`config.mk`:
```
export PLATFORM = sky130hd
export DESIGN_NAME = guarded_wdog_ctrl
export DESIGN_NICKNAME = d
export VERILOG_FILES = /design/src/rtl/wdog_pkg.sv /design/src/rtl/wdog_bus_gate.sv /design/src/rtl/wdog_tick_div.sv /design/src/rtl/wdog_down_cnt.sv /design/src/rtl/guarded_wdog_ctrl.sv
export SDC_FILE = /design/constraint.sdc
export NUM_CORES = 1
export LEC_CHECK = 0
export BUFFER_PORTS_ARGS = -buffer_cell sky130_fd_sc_hd__buf_2
export CAP_MARGIN = 10
export CORE_MARGIN = 2
export CORE_UTILIZATION = 40
export CTS_CLUSTER_DIAMETER = 120
export DETAILED_ROUTE_END_ITERATION = 16
export PLACE_DENSITY = 0.69
export SLEW_MARGIN = 0
export SYNTH_ARGS = -nofsm -noshare
export SYNTH_HDL_FRONTEND = slang
export SYNTH_SLANG_ARGS = --single-unit
```
`constraint.sdc`:
```
create_clock -name clk -period 3.6 [get_ports clk]
set_clock_uncertainty 0.05 [all_clocks]
set_input_delay 0.36 -clock clk [delete_from_list [all_inputs] [get_ports clk]]
set_output_delay 0.36 -clock clk [all_outputs]
set_load 0.005 [all_outputs]
```
`src/rtl/wdog_pkg.sv`:
```
package wdog_pkg;
   localparam int        KEY_W       = 8;
   localparam logic [7:0] KEY_VALUE  = 8'h5A;
   localparam int        OFS_CTRL    = 'h1C;
   localparam int        OFS_STAT    = 'h20;
   localparam int        OFS_COUNT   = 'h24;
   localparam int        CFG_LSB     = 4;
   localparam logic [1:0] CFG_FULL   = 2'd2;

   typedef enum logic [1:0] {
      SEL_NONE  = 2'd0,
      SEL_CTRL  = 2'd1,
      SEL_STAT  = 2'd2,
      SEL_COUNT = 2'd3
   } reg_sel_e;
endpackage

```
`src/rtl/wdog_bus_gate.sv`:
```
module wdog_bus_gate
   import wdog_pkg::*;
#(
   parameter int ADDR_W = 8
) (
   input  logic              bus_valid,
   input  logic              bus_write,
   input  logic [ADDR_W-1:0] bus_addr,
   input  logic [KEY_W-1:0]  key,
   output logic              wr_ctrl,
   output logic              wr_stat,
   output logic              wr_cnt,
   output reg_sel_e          rd_sel
);
   reg_sel_e hit;
   logic     key_ok;

   always_comb begin
      unique case (bus_addr)
         ADDR_W'(OFS_CTRL):  hit = SEL_CTRL;
         ADDR_W'(OFS_STAT):  hit = SEL_STAT;
         ADDR_W'(OFS_COUNT): hit = SEL_COUNT;
         default:            hit = SEL_NONE;
      endcase
   end

   assign key_ok  = (key == KEY_VALUE);
   assign wr_ctrl = bus_valid && bus_write && key_ok && (hit == SEL_CTRL);
   assign wr_stat = bus_valid && bus_write && key_ok && (hit == SEL_STAT);
   assign wr_cnt  = bus_valid && bus_write && key_ok && (hit == SEL_COUNT);
   assign rd_sel  = (bus_valid && !bus_write) ? hit : SEL_NONE;
endmodule

```
`src/rtl/wdog_tick_div.sv`:
```
module wdog_tick_div #(
   parameter int DIV = 4
) (
   input  logic clk,
   input  logic rst_n,
   input  logic src,
   input  logic restart,
   output logic tick
);
   localparam int DW = (DIV > 1) ? $clog2(DIV) : 1;
   localparam logic [DW-1:0] LAST = DW'(DIV - 1);

   logic [DW-1:0] phase_q;

   always_ff @(posedge clk or negedge rst_n) begin
      if (!rst_n)            phase_q <= '0;
      else if (restart)      phase_q <= '0;
      else if (src)          phase_q <= (phase_q == LAST) ? '0 : phase_q + 1'b1;
   end

   assign tick = src && !restart && (phase_q == LAST);
endmodule

```
`src/rtl/wdog_down_cnt.sv`:
```
module wdog_down_cnt #(
   parameter int W = 20
) (
   input  logic         clk,
   input  logic         rst_n,
   input  logic         load,
   input  logic [W-1:0] load_val,
   input  logic         dec,
   output logic [W-1:0] cnt,
   output logic         zero
);
   always_ff @(posedge clk or negedge rst_n) begin
      if (!rst_n)        cnt <= '0;
      else if (load)     cnt <= load_val;
      else if (dec)      cnt <= cnt - 1'b1;
   end

   assign zero = (cnt == '0);
endmodule

```
`src/rtl/guarded_wdog_ctrl.sv`:
```
module guarded_wdog_ctrl
   import wdog_pkg::*;
#(
   parameter int ADDR_W   = 8,
   parameter int DATA_W   = 32,
   parameter int CNT_W    = 20,
   parameter int TICK_DIV = 1526
) (
   input  logic              clk,
   input  logic              rst_n,
   input  logic              tick_src,
   input  logic              bus_valid,
   input  logic              bus_write,
   input  logic [ADDR_W-1:0] bus_addr,
   input  logic [DATA_W-1:0] bus_wdata,
   output logic [DATA_W-1:0] bus_rdata,
   output logic              reset_req
);
   localparam int PAY_W = DATA_W - KEY_W;

   generate
      if (PAY_W < 12)      begin : g_bad_w   $error("payload too narrow for config field"); end
      if (CNT_W > PAY_W)   begin : g_bad_cnt $error("count wider than payload"); end
      if (TICK_DIV < 1)    begin : g_bad_div $error("TICK_DIV must be at least 1"); end
      if (ADDR_W < 6)      begin : g_bad_a   $error("address too narrow for offsets"); end
   endgenerate

   logic             wr_ctrl, wr_stat, wr_cnt;
   reg_sel_e         rd_sel;
   logic [PAY_W-1:0] ctrl_q, stat_q, payload;
   logic [1:0]       cfg_q;
   logic [CNT_W-1:0] cnt_q;
   logic             cnt_zero, armed, expire, tick, req_q;

   assign payload = bus_wdata[PAY_W-1:0];

   wdog_bus_gate #(.ADDR_W(ADDR_W)) u_gate (
      .bus_valid (bus_valid),
      .bus_write (bus_write),
      .bus_addr  (bus_addr),
      .key       (bus_wdata[DATA_W-1 -: KEY_W]),
      .wr_ctrl   (wr_ctrl),
      .wr_stat   (wr_stat),
      .wr_cnt    (wr_cnt),
      .rd_sel    (rd_sel)
   );

   generate
      if (TICK_DIV == 1) begin : g_direct_tick
         assign tick = tick_src;
      end else begin : g_div_tick
         wdog_tick_div #(.DIV(TICK_DIV)) u_div (
            .clk     (clk),
            .rst_n   (rst_n),
            .src     (tick_src),
            .restart (wr_cnt),
            .tick    (tick)
         );
      end
   endgenerate

   assign cfg_q  = ctrl_q[CFG_LSB +: 2];
   assign armed  = (cfg_q == CFG_FULL);
   assign expire = armed && cnt_zero;

   always_ff @(posedge clk or negedge rst_n) begin
      if (!rst_n) begin
         ctrl_q <= '0;
      end else if (expire) begin
         ctrl_q[CFG_LSB +: 2] <= 2'd0;
      end else if (wr_ctrl) begin
         ctrl_q <= payload;
      end
   end

   always_ff @(posedge clk or negedge rst_n) begin
      if (!rst_n)       stat_q <= '0;
      else if (wr_stat) stat_q <= payload;
   end

   always_ff @(posedge clk or negedge rst_n) begin
      if (!rst_n) req_q <= 1'b0;
      else        req_q <= expire;
   end

   wdog_down_cnt #(.W(CNT_W)) u_cnt (
      .clk      (clk),
      .rst_n    (rst_n),
      .load     (wr_cnt),
      .load_val (bus_wdata[CNT_W-1:0]),
      .dec      (tick && armed && !cnt_zero),
      .cnt      (cnt_q),
      .zero     (cnt_zero)
   );

   always_comb begin
      bus_rdata = '0;
      unique case (rd_sel)
         SEL_CTRL:  bus_rdata[PAY_W-1:0] = ctrl_q;
         SEL_STAT:  bus_rdata[PAY_W-1:0] = stat_q;
         SEL_COUNT: bus_rdata[CNT_W-1:0] = cnt_q;
         default:   bus_rdata = '0;
      endcase
   end

   assign reset_req = req_q;
endmodule

```
==> metrics <==
CTS Hold Buffers Added=0; Setup violations, final=0; ys async rst share=1.00; initial DRC count=289; crit start category=input port; setup_tns=0 ns; largest net degree at the start of global routing=81; Initial Util=0.411; WP data arrival=2.89 ns; hold slack=0.0948 ns; dominant synthesized flop cell=dfrtp_1; Max VDD drop=219 µV; root buf cell=clkbuf_8; Max-Cap Viols=0; dpl cells=601; clock power share=0.414; Netlist cell types=46; initial antenna violation count=0; HP Class=input port to async pin; vias per cell=5.61; GPL Wtd Cong=0.840; DP HPWL=7130 µm; Logic pwr share=0.062; relative slew slack=0.304; total power=0.00181 W; vias in the first global route=3,460; share of layout cells above drive strength 1=0.210; RSZ-0062 raised after global routing=false; #FFs+latches synth=80; Worst-path clk slew=0.08 ns; final hold vios=0; via count=3,459; drt first pass iters=5; # Post-CTS Setup Buffers=0; status=complete, no violations; DRC Markers=0; ANT cells=0; Seq pwr share=0.525; CP Capture Type=output pin; GR Util All Layers=0.193; die height=107 µm; Warnings, synthesis=0; cts repair resizes=0; Slew Limit Fails=0; crit share post-route=0.917; f_max=303 MHz; wire per inst=16.5 µm; clk_lat worst skew=0.35 ns; global route overflow=0; Finished Layout Cells=617; pwr dens=369 nW/µm²; Syn Inst Count=412; Max clock buf depth=2; num ports=78; switch share=0.239; nets@finish=528; Mapped Area=4240 µm²; Num CTS Buffers=9; clock sinks=80; Internal=0.00137 W; NetSw=0.000433 W; Final ANT Viol Nets=0; count of flip-flops with a built-in enable after synthesis=0; H-tree depth=3; Worst-Margin Slew=1.04 ns; area delta synth->final=15.4%; sequential area share after synthesis=0.472; Cell Rows=37; die area=11,400 µm²; Die Wd=107 µm; Worst EP required=3.19 ns; syn_area_per_cell=10.3 µm²; TritonCTS clock tree=yes; Static Leak=2.37 nW; worst-path fanout max=24; crit path time final=3.30 ns; Placeable Area=10,300 µm²; Routed WL=10,200 µm; Port Buf Inserts=69; kind of critical path=input port to output pin; global-route wire length before repair=17,400 µm
per-layer routing:
| metal | vias to the layer above | global-route usage | wire [µm] |
|---|---|---|---|
| li1 | 1623 | - | - |
| met1 | 1703 | 0.256 | 4390 |
| met2 | 112 | 0.304 | 4890 |
| met3 | 21 | 0.0505 | 656 |
| met4 | 0 | 0.0724 | 247 |
| met5 | - | 0 | 0 |
area by class of cell:
class	instances	area, µm²
multi-input cells	304	2080
flip-flops and latches	80	2000
repair buffers	75	393
well taps	136	170
clock buffers	10	138
clock inverters	6	90.1
fillers	1022	5430
inverters	6	22.5
placed cells by master, fill, tap and decap left out, types with 8 or more instances in the layout:
cell / instances
dfrtp_1: 80
buf_2: 68
nor2_1: 65
mux2_1: 40
a21oi_1: 23
a222oi_1: 20
nand2_1: 18
xnor2_1: 17
nor3_1: 12
clkbuf_8: 10
nor4_1: 9
o21ai_0: 8
conb_1: 8
sequential cells by signal, indices dropped and copies added (netlist names):
name	count
ctrl_q	24
reset_req	1
g_div_tick.u_div.phase_q	11
stat_q	24
u_cnt.cnt	20
power groups by stage:
| stage | registers [W] | logic (W) | clock network [W] |
|---|---|---|---|
| finish | 0.000948 | 0.000111 | 0.000747 |
| global route | 0.000951 | 0.000128 | 0.000806 |
| CTS | 0.000948 | 0.000113 | 0.000770 |
| detailed placement | 0.000966 | 0.000111 | 0 |
| global placement | 0.000963 | 0.000107 | 0 |
| floorplan | 0.000957 | 0.0000568 | 0 |
through the flow:
| stage | area [µm²] | util | setup WS [ns] |
|---|---|---|---|
| after detailed placement | 4670 | 0.452 | 0.346 |
| after global placement | 4670 | 0.452 | 0.444 |
| final | 4890 | 0.474 | 0.300 |
| after CTS | 4890 | 0.474 | 0.327 |
| after floorplan | 4270 | - | 0.842 |
| after global routing | 4890 | 0.474 | 0.00129 |
kinds of logic (layout without fill, tap and decap cells):
| family | Yosys count | count (layout) | synth area share |
|---|---|---|---|
| simple gates | 148 | 148 | 0.174 |
| flops | 80 | 80 | 0.472 |
| compound gates | 73 | 73 | 0.120 |
| mux | 48 | 48 | 0.127 |
| buf+inv | 35 | 97 | 0.0437 |
| xor+xnor | 20 | 20 | 0.0413 |
| fa+ha+maj | 7 | 7 | 0.0207 |
| other cells | 1 | 8 | 0.000884 |
final timing paths:
path / start / slack [ns] / end / cells past startpoint
worst max-delay path: bus_addr[3] / 0.30 / bus_rdata[1] / 9
worst min-delay path: rst_n / 0.09 / g_div_tick.u_div.phase_q[8]$_DFFE_PN0P_ / 1
worst max register to register: u_cnt.cnt[15]$_DFFE_PN0P_ / 0.40 / ctrl_q[23]$_DFFE_PN0P_ / 5
worst min register to register: ctrl_q[6]$_DFFE_PN0P_ / 0.45 / ctrl_q[6]$_DFFE_PN0P_ / 1
max in group asynchronous: rst_n / 2.72 / u_cnt.cnt[2]$_DFFE_PN0P_ / 1
min in group clk: bus_wdata[23] / 0.17 / stat_q[23]$_DFFE_PN0P_ / 2
worst max-delay path: stages:
cell and delay (ns):
buf_2 0.11, nor3b_1 0.42, o21ai_0 0.18, nor3_1 0.34
inv_1 0.14, ha_1 0.59, a222oi_1 0.47, nor2_1 0.10
buf_2 0.17
Yosys cell counts (7+ instances only):
master | instances | area [µm²]
dfrtp_1 | 80 | 2000
nor2_1 | 65 | 244
mux2_1 | 40 | 450
a21oi_1 | 23 | 115
a222oi_1 | 20 | 200
clkbuf_1 | 18 | 67.6
nand2_1 | 18 | 67.6
xnor2_1 | 17 | 149
nor3_1 | 12 | 60.1
nor4_1 | 9 | 56.3
buf_4 | 8 | 60.1
o21ai_0 | 8 | 40.0
ha_1 | 7 | 87.6
mux2_2 | 7 | 78.8
nand3_1 | 7 | 35.0
nand4_1 | 7 | 43.8
o21ai_1 | 7 | 35.0
Note: power is estimated with default switching activity, not from simulation.
